--- config.mk ---
export PLATFORM = sky130hd
export DESIGN_NAME = frame_crc_unit
export DESIGN_NICKNAME = d
export VERILOG_FILES = /design/src/rtl/frame_crc_pkg.sv /design/src/rtl/frame_crc_window.sv /design/src/rtl/frame_crc_lane.sv /design/src/rtl/frame_crc_ctrl.sv /design/src/rtl/frame_crc_unit.sv
export SDC_FILE = /design/constraint.sdc
export NUM_CORES = 1
export LEC_CHECK = 0
export ABC_AREA = 0
export CORE_MARGIN = 4
export CORE_UTILIZATION = 52
export CTS_BUF_LIST = sky130_fd_sc_hd__clkbuf_2
export DETAILED_ROUTE_END_ITERATION = 6
export PLACE_DENSITY = 0.82
export SLEW_MARGIN = 20
export SYNTH_ARGS = -nofsm -noshare
export SYNTH_HDL_FRONTEND = slang
export SYNTH_SLANG_ARGS = --single-unit
--- constraint.sdc ---
create_clock -name clk_i -period 6.2 [get_ports clk_i]
set_clock_uncertainty 0.1 [all_clocks]
set_input_delay 0.93 -clock clk_i [delete_from_list [all_inputs] [get_ports clk_i]]
set_output_delay 0.93 -clock clk_i [all_outputs]
set_load 0.05 [all_outputs]
--- src/rtl/frame_crc_pkg.sv ---
package frame_crc_pkg;
  localparam int unsigned CRC_W    = 16;
  localparam logic [15:0] CRC_POLY = 16'h1021;
  localparam logic [15:0] CRC_SEED = 16'hFFFF;
  localparam int unsigned N_COMP   = 3;
  localparam int unsigned N_WIN    = 2;

  typedef enum logic [1:0] {
    SEL_WIN_A  = 2'd0,
    SEL_WIN_B  = 2'd1,
    SEL_UNION  = 2'd2,
    SEL_ACTIVE = 2'd3
  } crc_sel_e;

  localparam logic [2:0] ADDR_CTRL = 3'd0;
  localparam logic [2:0] ADDR_AX   = 3'd1;
  localparam logic [2:0] ADDR_BY   = 3'd4;
  localparam logic [2:0] ADDR_RG   = 3'd5;
  localparam logic [2:0] ADDR_B    = 3'd6;
endpackage

--- src/rtl/frame_crc_window.sv ---
module frame_crc_window #(
  parameter int unsigned CRD_W = 12
) (
  input  logic [CRD_W-1:0] x_i,
  input  logic [CRD_W-1:0] y_i,
  input  logic [CRD_W-1:0] x_lo_i,
  input  logic [CRD_W-1:0] x_hi_i,
  input  logic [CRD_W-1:0] y_lo_i,
  input  logic [CRD_W-1:0] y_hi_i,
  output logic             hit_o
);
  logic x_in, y_in;
  assign x_in  = (x_i >= x_lo_i) && (x_i <= x_hi_i);
  assign y_in  = (y_i >= y_lo_i) && (y_i <= y_hi_i);
  assign hit_o = x_in && y_in;
endmodule

--- src/rtl/frame_crc_lane.sv ---
module frame_crc_lane
  import frame_crc_pkg::*;
#(
  parameter int unsigned CW = 8
) (
  input  logic             clk_i,
  input  logic             rst_ni,
  input  logic             reseed_i,
  input  logic             upd_i,
  input  logic [CW-1:0]    data_i,
  output logic [CRC_W-1:0] acc_o
);
  logic [CRC_W-1:0] acc_q;

  function automatic logic [CRC_W-1:0] crc_step(input logic [CRC_W-1:0] c,
                                                input logic [CW-1:0] d);
    logic [CRC_W-1:0] r;
    logic fb;
    r = c;
    for (int i = CW - 1; i >= 0; i--) begin
      fb = r[CRC_W-1] ^ d[i];
      r  = {r[CRC_W-2:0], 1'b0};
      if (fb) r = r ^ CRC_POLY;
    end
    return r;
  endfunction

  always_ff @(posedge clk_i or negedge rst_ni) begin
    if (!rst_ni)       acc_q <= CRC_SEED;
    else if (reseed_i) acc_q <= CRC_SEED;
    else if (upd_i)    acc_q <= crc_step(acc_q, data_i);
  end

  assign acc_o = acc_q;

  a_r1_reseed: assert property (@(posedge clk_i) disable iff (!rst_ni)
    reseed_i |=> (acc_q == CRC_SEED));
  a_r3_hold_when_idle: assert property (@(posedge clk_i) disable iff (!rst_ni)
    (!reseed_i && !upd_i) |=> $stable(acc_q));
endmodule

--- src/rtl/frame_crc_ctrl.sv ---
module frame_crc_ctrl
  import frame_crc_pkg::*;
#(
  parameter int unsigned CRD_W = 12
) (
  input  logic                        clk_i,
  input  logic                        rst_ni,
  input  logic                        raster_en_i,
  input  logic                        eof_i,
  input  logic                        cfg_we_i,
  input  logic [2:0]                  cfg_addr_i,
  input  logic [31:0]                 cfg_wdata_i,
  output logic                        en_o,
  output logic                        cont_o,
  output crc_sel_e                    sel_o,
  output logic                        valid_o,
  output logic                        collect_o,
  output logic                        latch_o,
  output logic [3:0][CRD_W-1:0]       lo_o,
  output logic [3:0][CRD_W-1:0]       hi_o
);
  logic     en_q, cont_q, sync_q, valid_q;
  crc_sel_e sel_q;
  logic     ctrl_wr, win_wr;
  logic     unused_wdata;

  assign ctrl_wr = cfg_we_i && (cfg_addr_i == ADDR_CTRL);
  assign win_wr  = cfg_we_i && (cfg_addr_i >= ADDR_AX) && (cfg_addr_i <= ADDR_BY);
  assign unused_wdata = ^cfg_wdata_i;

  for (genvar k = 0; k < 4; k++) begin : g_bound
    always_ff @(posedge clk_i or negedge rst_ni) begin
      if (!rst_ni) begin
        lo_o[k] <= '0;
        hi_o[k] <= '0;
      end else if (cfg_we_i && (cfg_addr_i == 3'(k + 1))) begin
        lo_o[k] <= cfg_wdata_i[CRD_W-1:0];
        hi_o[k] <= cfg_wdata_i[16 +: CRD_W];
      end
    end
  end

  always_ff @(posedge clk_i or negedge rst_ni) begin
    if (!rst_ni) begin
      cont_q <= 1'b0;
      sel_q  <= SEL_WIN_A;
    end else if (ctrl_wr) begin
      cont_q <= cfg_wdata_i[1];
      sel_q  <= crc_sel_e'(cfg_wdata_i[3:2]);
    end
  end

  // arm / sync / latch sequencing; disarm sources take priority over frame events
  always_ff @(posedge clk_i or negedge rst_ni) begin
    if (!rst_ni) begin
      en_q    <= 1'b0;
      sync_q  <= 1'b0;
      valid_q <= 1'b0;
    end else if (!raster_en_i) begin
      en_q    <= 1'b0;
      sync_q  <= 1'b0;
      valid_q <= 1'b0;
    end else if (ctrl_wr) begin
      en_q    <= cfg_wdata_i[0];
      sync_q  <= 1'b0;
      valid_q <= 1'b0;
    end else if (win_wr) begin
      en_q    <= 1'b0;
      sync_q  <= 1'b0;
      valid_q <= 1'b0;
    end else if (en_q && eof_i) begin
      if (!sync_q) begin
        sync_q <= 1'b1;
      end else begin
        valid_q <= 1'b1;
        if (!cont_q) begin
          en_q   <= 1'b0;
          sync_q <= 1'b0;
        end
      end
    end
  end

  assign collect_o = en_q && sync_q && raster_en_i;
  assign latch_o   = collect_o && eof_i && !ctrl_wr && !win_wr;
  assign en_o      = en_q;
  assign cont_o    = cont_q;
  assign sel_o     = sel_q;
  assign valid_o   = valid_q;

  a_r7_arm_refused: assert property (@(posedge clk_i) disable iff (!rst_ni)
    (ctrl_wr && !raster_en_i) |=> !en_q);
  a_r9_raster_stop: assert property (@(posedge clk_i) disable iff (!rst_ni)
    !raster_en_i |=> (!en_q && !valid_q));
  a_r8_window_disarms: assert property (@(posedge clk_i) disable iff (!rst_ni)
    win_wr |=> (!en_q && !valid_q));
  a_r5_single_done: assert property (@(posedge clk_i) disable iff (!rst_ni)
    (latch_o && !cont_q) |=> (!en_q && valid_q));
  a_r6_cont_stays: assert property (@(posedge clk_i) disable iff (!rst_ni)
    (latch_o && cont_q) |=> (en_q && valid_q));
  a_r3_no_latch_after_arm: assert property (@(posedge clk_i) disable iff (!rst_ni)
    ctrl_wr |=> !latch_o);
endmodule

--- src/rtl/frame_crc_unit.sv ---
module frame_crc_unit
  import frame_crc_pkg::*;
#(
  parameter int unsigned CW    = 8,
  parameter int unsigned CRD_W = 12
) (
  input  logic             clk_i,
  input  logic             rst_ni,
  input  logic             raster_en_i,
  input  logic             active_i,
  input  logic             eof_i,
  input  logic [CRD_W-1:0] x_i,
  input  logic [CRD_W-1:0] y_i,
  input  logic [CW-1:0]    red_i,
  input  logic [CW-1:0]    green_i,
  input  logic [CW-1:0]    blue_i,
  input  logic             cfg_we_i,
  input  logic [2:0]       cfg_addr_i,
  input  logic [31:0]      cfg_wdata_i,
  input  logic [2:0]       rd_addr_i,
  output logic [31:0]      rd_data_o
);
  logic                           en, cont, valid, collect, latch;
  crc_sel_e                       sel;
  logic [3:0][CRD_W-1:0]          lo, hi;
  logic [N_WIN-1:0]               hit;
  logic                           in_region, upd;
  logic [N_COMP-1:0][CW-1:0]      pix;
  logic [N_COMP-1:0][CRC_W-1:0]   acc;
  logic [N_COMP-1:0][CRC_W-1:0]   res_q;

  frame_crc_ctrl #(.CRD_W(CRD_W)) u_ctrl (
    .clk_i, .rst_ni, .raster_en_i, .eof_i, .cfg_we_i, .cfg_addr_i, .cfg_wdata_i,
    .en_o(en), .cont_o(cont), .sel_o(sel), .valid_o(valid),
    .collect_o(collect), .latch_o(latch), .lo_o(lo), .hi_o(hi)
  );

  for (genvar w = 0; w < N_WIN; w++) begin : g_win
    frame_crc_window #(.CRD_W(CRD_W)) u_win (
      .x_i, .y_i,
      .x_lo_i(lo[2*w]), .x_hi_i(hi[2*w]),
      .y_lo_i(lo[2*w+1]), .y_hi_i(hi[2*w+1]),
      .hit_o(hit[w])
    );
  end

  always_comb begin
    case (sel)
      SEL_WIN_A: in_region = hit[0];
      SEL_WIN_B: in_region = hit[1];
      SEL_UNION: in_region = |hit;
      default:   in_region = 1'b1;
    endcase
  end

  assign upd = collect && active_i && !eof_i && in_region;
  assign pix = {blue_i, green_i, red_i};

  for (genvar c = 0; c < N_COMP; c++) begin : g_lane
    frame_crc_lane #(.CW(CW)) u_lane (
      .clk_i, .rst_ni, .reseed_i(eof_i), .upd_i(upd),
      .data_i(pix[c]), .acc_o(acc[c])
    );
  end

  always_ff @(posedge clk_i or negedge rst_ni) begin
    if (!rst_ni)    res_q <= '0;
    else if (latch) res_q <= acc;
  end

  always_comb begin
    rd_data_o = '0;
    case (rd_addr_i)
      ADDR_CTRL: rd_data_o = {27'd0, valid, sel, cont, en};
      ADDR_RG:   if (valid) rd_data_o = {res_q[1], res_q[0]};
      ADDR_B:    if (valid) rd_data_o = {16'd0, res_q[2]};
      default: begin
        for (int k = 0; k < 4; k++) begin
          if (rd_addr_i == 3'(k + 1)) begin
            rd_data_o[CRD_W-1:0]  = lo[k];
            rd_data_o[16 +: CRD_W] = hi[k];
          end
        end
      end
    endcase
  end

  a_r4_results_frozen: assert property (@(posedge clk_i) disable iff (!rst_ni)
    !latch |=> $stable(res_q));
  a_r4_latch_valid: assert property (@(posedge clk_i) disable iff (!rst_ni)
    latch |=> valid);
  a_r3_no_update_blank: assert property (@(posedge clk_i) disable iff (!rst_ni)
    !active_i |-> !upd);
endmodule

==> flow_metrics.env <==
export IMPL_synth_edf_count=0
export IMPL_wire_per_inst_um=19.63
export IMPL_fin_util_pct=61.10
export IMPL_drc=0
export IMPL_finalCritPeriodShare_pct=72.72
export IMPL_ys_seq_elements=198
export IMPL_run_status="finished, final reports clean"
export IMPL_core_area_mm2=0.02182
export IMPL_tightest_slew_ns=0.9020
export IMPL_final_antenna_net_count=0
export IMPL_ir_drop_mv=0.1353
export IMPL_final_cell_mix="150 x dfrtp_1, 119 x o21ai_0, 110 x nand2_1, 96 x ha_1, 93 x inv_1"
export IMPL_synth_cells=1167
export IMPL_rsz0062_at_grt="no"
export IMPL_cts_setup_buffers=0
export IMPL_synth_top_cell_by_area="dfrtp_1"
export IMPL_drt_iter0_markers=822
export IMPL_die_area_mm2=0.02469
export IMPL_first_global_vias=9064
export IMPL_timing_hold_ws_ns=0.4430
export IMPL_die_y_um=157.1
export IMPL_clk_latency_ns=0.85
export IMPL_async_reset_ff_share_pct=100.0
export IMPL_dr_pass1_iters=6
export IMPL_drv_slew=0
export IMPL_finish_net_count=1448
export IMPL_postCtsResizedCells=0
export IMPL_synth_fp_nets=1355
export IMPL_ys_warn_count=0
export IMPL_io_buffers=115
export IMPL_overflow=0
export IMPL_maxCapViolCount=0
export IMPL_hpwl_mm=22.49
export IMPL_gp_congestion=0.9101
export IMPL_grt_usage_pct=25.12
export IMPL_worst_r2r_setup_slack_ns=2.71
export IMPL_initial_core_util_pct=53.00
export IMPL_h_tree_depth=4
export IMPL_crit_arrival_ns=3.48
export IMPL_drive_above_1_share_pct=17.12
export IMPL_synthToLayoutAreaGrowth_pct=15.27
export IMPL_layout_commonest_cell="dfrtp_1"
export IMPL_synth_area_leaders="dfrtp_1 32%, dfstp_2 11%, ha_1 10%"
export IMPL_cp_start_kind="input pin"
export IMPL_r2r_cells=10
export IMPL_tritoncts="built"
export IMPL_hold_class="flip-flop to flip-flop"
export IMPL_grt_max_degree=76
export IMPL_ctsLongestPathBuffers=2
export IMPL_crit_type="input pin to primary output"
export IMPL_whs_path_depth=1
export IMPL_io_pins=124
export IMPL_endpoint_kind="primary output"
export IMPL_clk_pin_slew_ns=0.27
export IMPL_via_count=9232
export IMPL_power_density_mw_per_mm2=234.5
export IMPL_die_w_um=157.1
export IMPL_finalWirelength_mm=30.50
export IMPL_setup_violations=0
export IMPL_synth_cell_type_count=43
export IMPL_grt_pass1_wl_mm=48.75
export IMPL_via_per_inst=5.941
export IMPL_ys_flop_type="dfrtp_1"
export IMPL_slew_headroom_pct=39.68
export IMPL_period_minus_slack_ns=4.509
export IMPL_fmax_mhz=221.8
export IMPL_cts_buffers=17
export IMPL_finalSetupTns_ns=0
export IMPL_p_leak_nw=6.016
export IMPL_yosysSeqAreaShare_pct=43.35
export IMPL_crit_required_ns=5.17
export IMPL_synth_top_area_share_pct=32.45
export IMPL_syn_area_per_cell_um2=9.912
export IMPL_core_rowCount=54
export IMPL_cts_sink_count=198
export IMPL_crit_fanout=16
export IMPL_syn_area_mm2=0.01157
export IMPL_antenna_found_initial=1
export IMPL_hold_viol_final=0
export IMPL_root_buffer="clkbuf_2"
[per-stage QoR]
step | power, mW | instances | setup WS [ns] | area [um2]
detailed placement | 2.426 | 1520 | 1.686 | 13060
finish | 3.126 | 1554 | 1.691 | 13330
global placement | 2.379 | 1520 | 1.711 | 13060
global route | 3.312 | 1554 | 1.528 | 13330
CTS | 3.129 | 1553 | 1.735 | 13330
floorplan | 2.077 | 1167 | 2.192 | 11570
[cell families after synthesis]
kind of cell	Yosys count	synth area share, %
DFF	198	43.35
AOI/OAI and AO/OA	310	16.68
adders and majority gates	96	10.38
buffers and inverters	153	5.235
and+or+nand+nor	232	8.837
muxes	106	10.06
xor gates and xnor gates	72	5.452
[flip-flops by register name, summed over array words and instances, names as in the netlist]
register             flops
u_ctrl.valid_o           1
u_ctrl.sel_o             2
g_lane.u_lane.acc_o     48
u_ctrl.sync_q            1
u_ctrl.lo_o             48
u_ctrl.cont_o            1
u_ctrl.en_o              1
u_ctrl.hi_o             48
res_q                   48
[path summary, 6_finish.rpt]
kind,startpoint,endpoint
worst max-delay path,rd_addr_i[1],rd_data_o[14]
min in group asynchronous,rst_ni,u_ctrl.lo_o[24]$_DFFE_PN0P_
worst min-delay path,res_q[30]$_DFFE_PN0P_,res_q[30]$_DFFE_PN0P_
worst min register to register,res_q[30]$_DFFE_PN0P_,res_q[30]$_DFFE_PN0P_
worst max register to register,u_ctrl.lo_o[36]$_DFFE_PN0P_,g_lane[2].u_lane.acc_o[3]$_DFFE_PN1P_
max in group asynchronous,rst_ni,res_q[40]$_DFFE_PN0P_
[routing by layer]
metal / GRT usage [%] / vias up / share of wire (%) / wire length (um)
li1: - / 4276 / - / -
met1: 36.03 / 4524 / 43 / 13230
met2: 39.45 / 375 / 47 / 14290
met3: 4.454 / 57 / 7.1 / 2154
met4: 7.210 / 0 / 2.7 / 823
met5: 0 / - / 0 / 0
[power breakdown]
part | leakage [nW] | switching (mW) | internal (mW)
clock | 0.158 | 0.502 | 0.206
sequential | 2.42 | 0.0887 | 1.43
combinational | 3.44 | 0.519 | 0.379
total | 6.02 | 1.11 | 2.02
[what timing repair did]
action,CTS,global route
hold buffers,1,0
endpoints found under the setup margin,0,0
endpoints found under the hold margin,47,0
[cells in the mapped netlist (17+ instances only)]
| library cell | count |
|---|---|
| ha_1 | 96 |
| inv_1 | 93 |
| a211o_1 | 25 |
| clkbuf_1 | 50 |
| mux2_2 | 82 |
| mux2i_1 | 24 |
| a22oi_1 | 53 |
| o21ai_0 | 119 |
| nor2_1 | 62 |
| a21oi_1 | 64 |
| xnor2_1 | 46 |
| dfrtp_1 | 150 |
| nor2b_1 | 17 |
| dfstp_2 | 48 |
| nand2_1 | 110 |
| xor2_1 | 26 |
[layout make-up]
class,count,area (um2)
Inverter,93,349.1
Clock inverter,15,181.4
Multi-Input combinational cell,816,5976
Tap cell,280,350.3
Fill cell,1790,8489
Antenna cell,1,2.502
Timing Repair Buffer,134,1375
Sequential cell,198,5015
Clock buffer,17,85.08
[critical path, cell delays in order]
cell,delay (ns)
clkdlybuf4s50_1,0.55
nor2b_1,0.60
buf_4,0.36
a22oi_1,0.10
nor2_1,0.11
clkdlybuf4s50_1,0.81
No activity file was read; power rests on OpenSTA's default activity.
